[src/rtl/twb_pkg.sv]
// Shared types for the two-wire bus front end.
// Assumes: line index 0 is the bus clock, index 1 is the bus data line.
package twb_pkg;
    localparam int unsigned LINE_SCL  = 0;
    localparam int unsigned LINE_SDA  = 1;
    localparam int unsigned NUM_LINES = 2;

    // One-cycle bus condition flags produced by the detector.
    typedef struct packed {
        logic start;
        logic stop;
        logic rise;
        logic fall;
    } bus_evt_t;
endpackage

[src/rtl/twb_line_cond.sv]
// Synchronises one raw bus line and removes spikes.
// The filtered level takes a new value only after the synchronised line
// has shown that value on FILT_CYC consecutive clock edges.
// Assumes: FILT_CYC >= 1; the idle bus level is high.
module twb_line_cond #(
    parameter int unsigned FILT_CYC = 3
) (
    input  logic clk,
    input  logic rst_n,
    input  logic line_raw,
    output logic line_sync,
    output logic line_flt
);
    localparam int unsigned CW = $clog2(FILT_CYC + 1);

    logic [1:0]    sync_q;
    logic [CW-1:0] run_q;
    logic          flt_q;

    // Two-flop synchroniser; reset to the idle (high) level.
    always_ff @(posedge clk) begin
        if (!rst_n) sync_q <= 2'b11;
        else        sync_q <= {sync_q[0], line_raw};
    end

    // Counts how long the synchronised level has differed from the filtered level.
    always_ff @(posedge clk) begin
        if (!rst_n) begin
            flt_q <= 1'b1;
            run_q <= '0;
        end else if (sync_q[1] == flt_q) begin
            run_q <= '0;
        end else if (run_q == CW'(FILT_CYC - 1)) begin
            flt_q <= sync_q[1];
            run_q <= '0;
        end else begin
            run_q <= run_q + 1'b1;
        end
    end

    assign line_sync = sync_q[1];
    assign line_flt  = flt_q;
endmodule

[src/rtl/twb_cond_detect.sv]
// Turns the filtered clock and data levels into registered one-cycle
// condition pulses, the sampled data bit and the bus idle level.
// Assumes: the inputs are already synchronous and filtered. A change of
// both lines on the same sample counts as a clock edge only.
module twb_cond_detect
    import twb_pkg::*;
(
    input  logic     clk,
    input  logic     rst_n,
    input  logic     scl_flt,
    input  logic     sda_flt,
    output bus_evt_t evt_q,
    output logic     rx_bit_q,
    output logic     idle_q,
    output logic     fall_now
);
    logic     scl_prev;
    logic     sda_prev;
    bus_evt_t evt_d;

    // Classify the current sample against the previous one.
    always_comb begin
        evt_d.rise  = scl_flt & ~scl_prev;
        evt_d.fall  = ~scl_flt & scl_prev;
        evt_d.start = scl_flt & scl_prev & sda_prev & ~sda_flt;
        evt_d.stop  = scl_flt & scl_prev & ~sda_prev & sda_flt;
    end

    assign fall_now = evt_d.fall;

    // Remember the previous filtered levels.
    always_ff @(posedge clk) begin
        if (!rst_n) begin
            scl_prev <= 1'b1;
            sda_prev <= 1'b1;
        end else begin
            scl_prev <= scl_flt;
            sda_prev <= sda_flt;
        end
    end

    // Register the pulses and capture the data bit on a clock rise.
    always_ff @(posedge clk) begin
        if (!rst_n) begin
            evt_q    <= '0;
            rx_bit_q <= 1'b0;
        end else begin
            evt_q <= evt_d;
            if (evt_d.rise) rx_bit_q <= sda_flt;
        end
    end

    // Idle level: set by Stop, cleared by Start.
    always_ff @(posedge clk) begin
        if (!rst_n)           idle_q <= 1'b1;
        else if (evt_d.start) idle_q <= 1'b0;
        else if (evt_d.stop)  idle_q <= 1'b1;
    end
endmodule

[src/rtl/twb_out_hold.sv]
// Gates the protocol's pull-low request onto the open-drain enable.
// The enable may only move while the filtered clock is low, and only once
// HOLD_CYC cycles have passed after the falling clock edge.
// Assumes: HOLD_CYC >= 1; fall_now is the combinational fall indication.
module twb_out_hold #(
    parameter int unsigned HOLD_CYC = 4
) (
    input  logic clk,
    input  logic rst_n,
    input  logic scl_flt,
    input  logic fall_now,
    input  logic drv_low_req,
    output logic pull_en
);
    localparam int unsigned TW = $clog2(HOLD_CYC + 2);

    logic [TW-1:0] tmr_q;
    logic          win_open;
    logic          pull_q;

    // Hold timer: reloaded on each clock fall, counts down to zero.
    always_ff @(posedge clk) begin
        if (!rst_n)            tmr_q <= '0;
        else if (fall_now)     tmr_q <= TW'(HOLD_CYC);
        else if (tmr_q != '0)  tmr_q <= tmr_q - 1'b1;
    end

    assign win_open = ~scl_flt & ~fall_now & (tmr_q == '0);

    // Update the enable only inside the open window.
    always_ff @(posedge clk) begin
        if (!rst_n)        pull_q <= 1'b0;
        else if (win_open) pull_q <= drv_low_req;
    end

    assign pull_en = pull_q;
endmodule

[src/rtl/tw_bus_frontend.sv]
// Two-wire bus front end: per-line synchroniser and spike filter, condition
// detector, and a delayed open-drain output gate.
// Assumes: raw inputs are asynchronous levels; clk is much faster than the
// bus clock; FILT_CYC and HOLD_CYC are both at least 1.
module tw_bus_frontend
    import twb_pkg::*;
#(
    parameter int unsigned FILT_CYC = 3,
    parameter int unsigned HOLD_CYC = 4
) (
    input  logic clk,
    input  logic rst_n,
    input  logic scl_in,
    input  logic sda_in,
    input  logic drv_low_req,
    output logic start_pulse,
    output logic stop_pulse,
    output logic rise_pulse,
    output logic fall_pulse,
    output logic rx_bit,
    output logic bus_idle,
    output logic sda_pull_en
);
    logic [NUM_LINES-1:0] raw_vec;
    logic [NUM_LINES-1:0] sync_vec;
    logic [NUM_LINES-1:0] flt_vec;
    logic                 scl_flt;
    logic                 sda_flt;
    logic                 sda_sync;
    logic                 fall_now;
    bus_evt_t             evt;

    assign raw_vec[LINE_SCL] = scl_in;
    assign raw_vec[LINE_SDA] = sda_in;

    // One conditioner per bus line.
    for (genvar g = 0; g < NUM_LINES; g++) begin : g_line
        twb_line_cond #(.FILT_CYC(FILT_CYC)) u_cond (
            .clk      (clk),
            .rst_n    (rst_n),
            .line_raw (raw_vec[g]),
            .line_sync(sync_vec[g]),
            .line_flt (flt_vec[g])
        );
    end

    assign scl_flt  = flt_vec[LINE_SCL];
    assign sda_flt  = flt_vec[LINE_SDA];
    assign sda_sync = sync_vec[LINE_SDA];

    twb_cond_detect u_det (
        .clk     (clk),
        .rst_n   (rst_n),
        .scl_flt (scl_flt),
        .sda_flt (sda_flt),
        .evt_q   (evt),
        .rx_bit_q(rx_bit),
        .idle_q  (bus_idle),
        .fall_now(fall_now)
    );

    twb_out_hold #(.HOLD_CYC(HOLD_CYC)) u_hold (
        .clk        (clk),
        .rst_n      (rst_n),
        .scl_flt    (scl_flt),
        .fall_now   (fall_now),
        .drv_low_req(drv_low_req),
        .pull_en    (sda_pull_en)
    );

    assign start_pulse = evt.start;
    assign stop_pulse  = evt.stop;
    assign rise_pulse  = evt.rise;
    assign fall_pulse  = evt.fall;
endmodule

[config.mk]
export PLATFORM = sky130hd
export DESIGN_NAME = tw_bus_frontend
export DESIGN_NICKNAME = d
export VERILOG_FILES = /design/src/rtl/twb_pkg.sv /design/src/rtl/twb_line_cond.sv /design/src/rtl/twb_cond_detect.sv /design/src/rtl/twb_out_hold.sv /design/src/rtl/tw_bus_frontend.sv
export SDC_FILE = /design/constraint.sdc
export NUM_CORES = 1
export LEC_CHECK = 0
export ABC_AREA = 1
export BUFFER_PORTS_ARGS = -buffer_cell sky130_fd_sc_hd__buf_2
export CAP_MARGIN = 20
export CELL_PAD_IN_SITES_DETAIL_PLACEMENT = 1
export CELL_PAD_IN_SITES_GLOBAL_PLACEMENT = 1
export CORE_MARGIN = 10
export CORE_UTILIZATION = 39
export CTS_CLUSTER_DIAMETER = 30
export DETAILED_ROUTE_END_ITERATION = 10
export PLACE_DENSITY_LB_ADDON = 0.15
export SETUP_SLACK_MARGIN = 0.3
export SYNTH_ARGS = -nofsm -noshare
export SYNTH_HDL_FRONTEND = slang
export SYNTH_SLANG_ARGS = --single-unit
[constraint.sdc]
create_clock -name clk -period 1.5 [get_ports clk]
set_input_delay 0.3 -clock clk [delete_from_list [all_inputs] [get_ports clk]]
set_output_delay 0.3 -clock clk [all_outputs]
set_load 0.05 [all_outputs]
==> run metrics <==
H-tree lvl count=1; Compound-Gate Fraction of Synth Area=4.931%; Synth area leaders=dfxtp_1, nand2_1, ha_1; slowest stage delay, CP=0.32 ns; Fmax=861.7 MHz; antenna violations before repair=0; ANT cells=0; CTS Buf Count=3; Slew Limit Fails=0; mux contribution to synthesized area=0%; Worst Tran Pin Value=0.2574 ns; most common cell in the netlist=dfxtp_1; Register-to-Register Path Depth=6; Synth Cell Area=812.0 µm²; overall power=1.252 mW; Startpoint Class=flop; outcome=completed; WL/cell=10.85 µm; WHS Path Cells=2; Clock transition at path regs=0.11 ns; Area growth syn-to-layout=19.88%; FP Rows=16; Pre-antenna DRT Iters=4; io pins=12; delay-heaviest family, CP=flip-flops; post-synth top area share=54.24%; Total GRT Usage=7.653%; EDFF count, synth=0; Top FF cell, synth=dfxtp_1; Root Driver=clkbuf_4; post-DP HPWL=1165 µm; hold slack=0.1789 ns; crit path DAT=0.86 ns; Port Buf Inserts=11; RR Endpoint=u_hold.tmr_q[1]; worst skew pair latency=0.29 ns; area of placed instances=889.6 µm²; worst path cell trace=buf_2; RSZ-0062 raised after global routing=true; hold path startpoint=scl_in; largest family of logic cells by synthesized area=simple AND/OR/NAND/NOR gates; Final Cycle Share=77.37%; Netlist cell types=14; final hold vios=0; Max Cap Viol=0; Crit Path Max Fanout=1; Hold Path Class=input port to flop; share of cells above drive strength 1=23.89%; dominant cell type by area after synthesis=dfxtp_1; CTS max path bufs=2; first-pass GRT wire length=2628 µm; final wirelength=1519 µm; vias in the first global route=638; dpl ws=0.2357 ns; Post-Synth Simple-Gate Area=24.35%; vias per cell=4.571; Worst setup startpoint=u_det.evt_q[1]; GR Overflow Total=0; Leak=0.4964 nW; final worst path period need=1.160 ns; adder-cell share of the synthesized area=7.704%; largest net degree at the start of global routing=15; die area=4307 µm²; switching power=349.9 µW; Ys Warns=0; die height=65.63 µm; critical register-to-register path startpoint=u_hold.tmr_q[0]; final setup TNS=0 ns; Hold-fix buffers, CTS=0; Rel. slew slack=82.82%; residual DRC count=0; via count of the routed design=640; fraction of registers with async set/reset=0%; Synth top cells by count=dfxtp_1, nand2_1, nor2_1; CTS tree=yes; Final ANT Viol Nets=0; Clock Skews=0.001473 ns; worst hold endpoint=g_line[0].u_cond.sync_q[0]; Internal=902.2 µW; TritonCTS Sinks=22; Seq pwr share=51.6%; CP Capture Type=output pin; syn nets=108; Buf/Inv on CP=1; R2R setup slack=0.36 ns; Synth Register Bits=22; sw frac=27.94%; Synth Area in XOR/XNOR=0%; Worst EP required=1.20 ns; Slowest-stage cell, CP=dfxtp_1; Finished Cell Area=973.4 µm²; worst ir drop on vdd=624.9 µV; fin nets=125; GP Congestion=0.6897; placed cells=135; Setup Viol. Count Final=0; syn_area_per_cell=8.286 µm²; setup ws final=0.3395 ns; sequential-to-total area share from yosys stat=54.24%; combinational power share=28.4%; clock power share=20.0%; Initial Util=41.39%; CP Class=flop to output pin; post-layout util=49.62%; Post-Synthesis Cells=98; pwr/cell area=1286 nW/µm²; Final Instance Count excl. Fillers=140; DRT iter0 DRCs=7; Core Box Area=1962 µm²; Die Width=65.63 µm
area by class of cell:
class | count | area, µm²
fill | 256 | 988.4
sequential | 22 | 442.9
multi-input combinational | 59 | 325.3
timing repair buffer | 13 | 88.84
inverter | 16 | 60.06
tap | 27 | 33.78
clock buffer | 3 | 22.52
cell families (layout without fill, tap and decap cells):
logic type	Yosys count	after routing
and+or+nand+nor	46	46
buffers and inverters	17	32
DFF	22	22
AOI/OAI and AO/OA	8	8
adders and majority gates	5	5
state kept, by name, summed over array words and instances (netlist names):
signal                  flops
u_det.idle_q                1
u_hold.pull_en              1
u_det.sda_prev              1
g_line.u_cond.run_q         4
u_det.rx_bit_q              1
u_hold.tmr_q                3
u_det.evt_q                 4
g_line.u_cond.line_flt      2
g_line.u_cond.sync_q        4
u_det.scl_prev              1
cell usage in the layout (no fill, tap or decap), types with 3 or more instances in the layout:
| cell type | synthesis | final |
|---|---|---|
| nand2_1 | 20 | 20 |
| clkbuf_4 | 0 | 6 |
| dfxtp_1 | 22 | 20 |
| buf_4 | 0 | 4 |
| nand3_1 | 5 | 5 |
| nor2_1 | 15 | 15 |
| inv_1 | 14 | 12 |
| ha_1 | 5 | 3 |
| buf_2 | 0 | 5 |
| a21oi_1 | 6 | 6 |
| inv_2 | 2 | 4 |
per-layer routing:
layer | GRT usage, % | up-vias | share of wire (%)
met5 | 0 | - | 0
met4 | 1.604 | 0 | 0.53
met1 | 7.483 | 299 | 40
met3 | 4.576 | 2 | 8.2
met2 | 13.53 | 12 | 51
li1 | - | 327 | -
how the worst max path moves through the flow:
stage,to,slack [ns],cells past startpoint
floorplan,u_hold.tmr_q[2],0.38,7
global placement,u_hold.tmr_q[2],0.34,8
detailed placement,u_hold.tmr_q[2],0.24,8
CTS,u_hold.tmr_q[2],0.31,8
global route,u_hold.tmr_q[2],0.29,8
finish,rise_pulse,0.34,1
what timing repair did:
item,CTS,global route
setup buffers,0,2
pin swaps,0,2
gates resized for setup,5,10
setup endpoints to repair,7,8
cloned,0,0
power groups by stage:
stage | clock, mW | sequential, mW | combinational (mW)
4_1_cts | 0.265 | 0.637 | 0.258
2_1_floorplan | 0 | 0.647 | 0.171
6_report | 0.251 | 0.646 | 0.356
5_1_grt | 0.289 | 0.651 | 0.408
3_5_place_dp | 0 | 0.650 | 0.220
3_3_place_gp | 0 | 0.647 | 0.204
(Power assumes the default switching activity.)
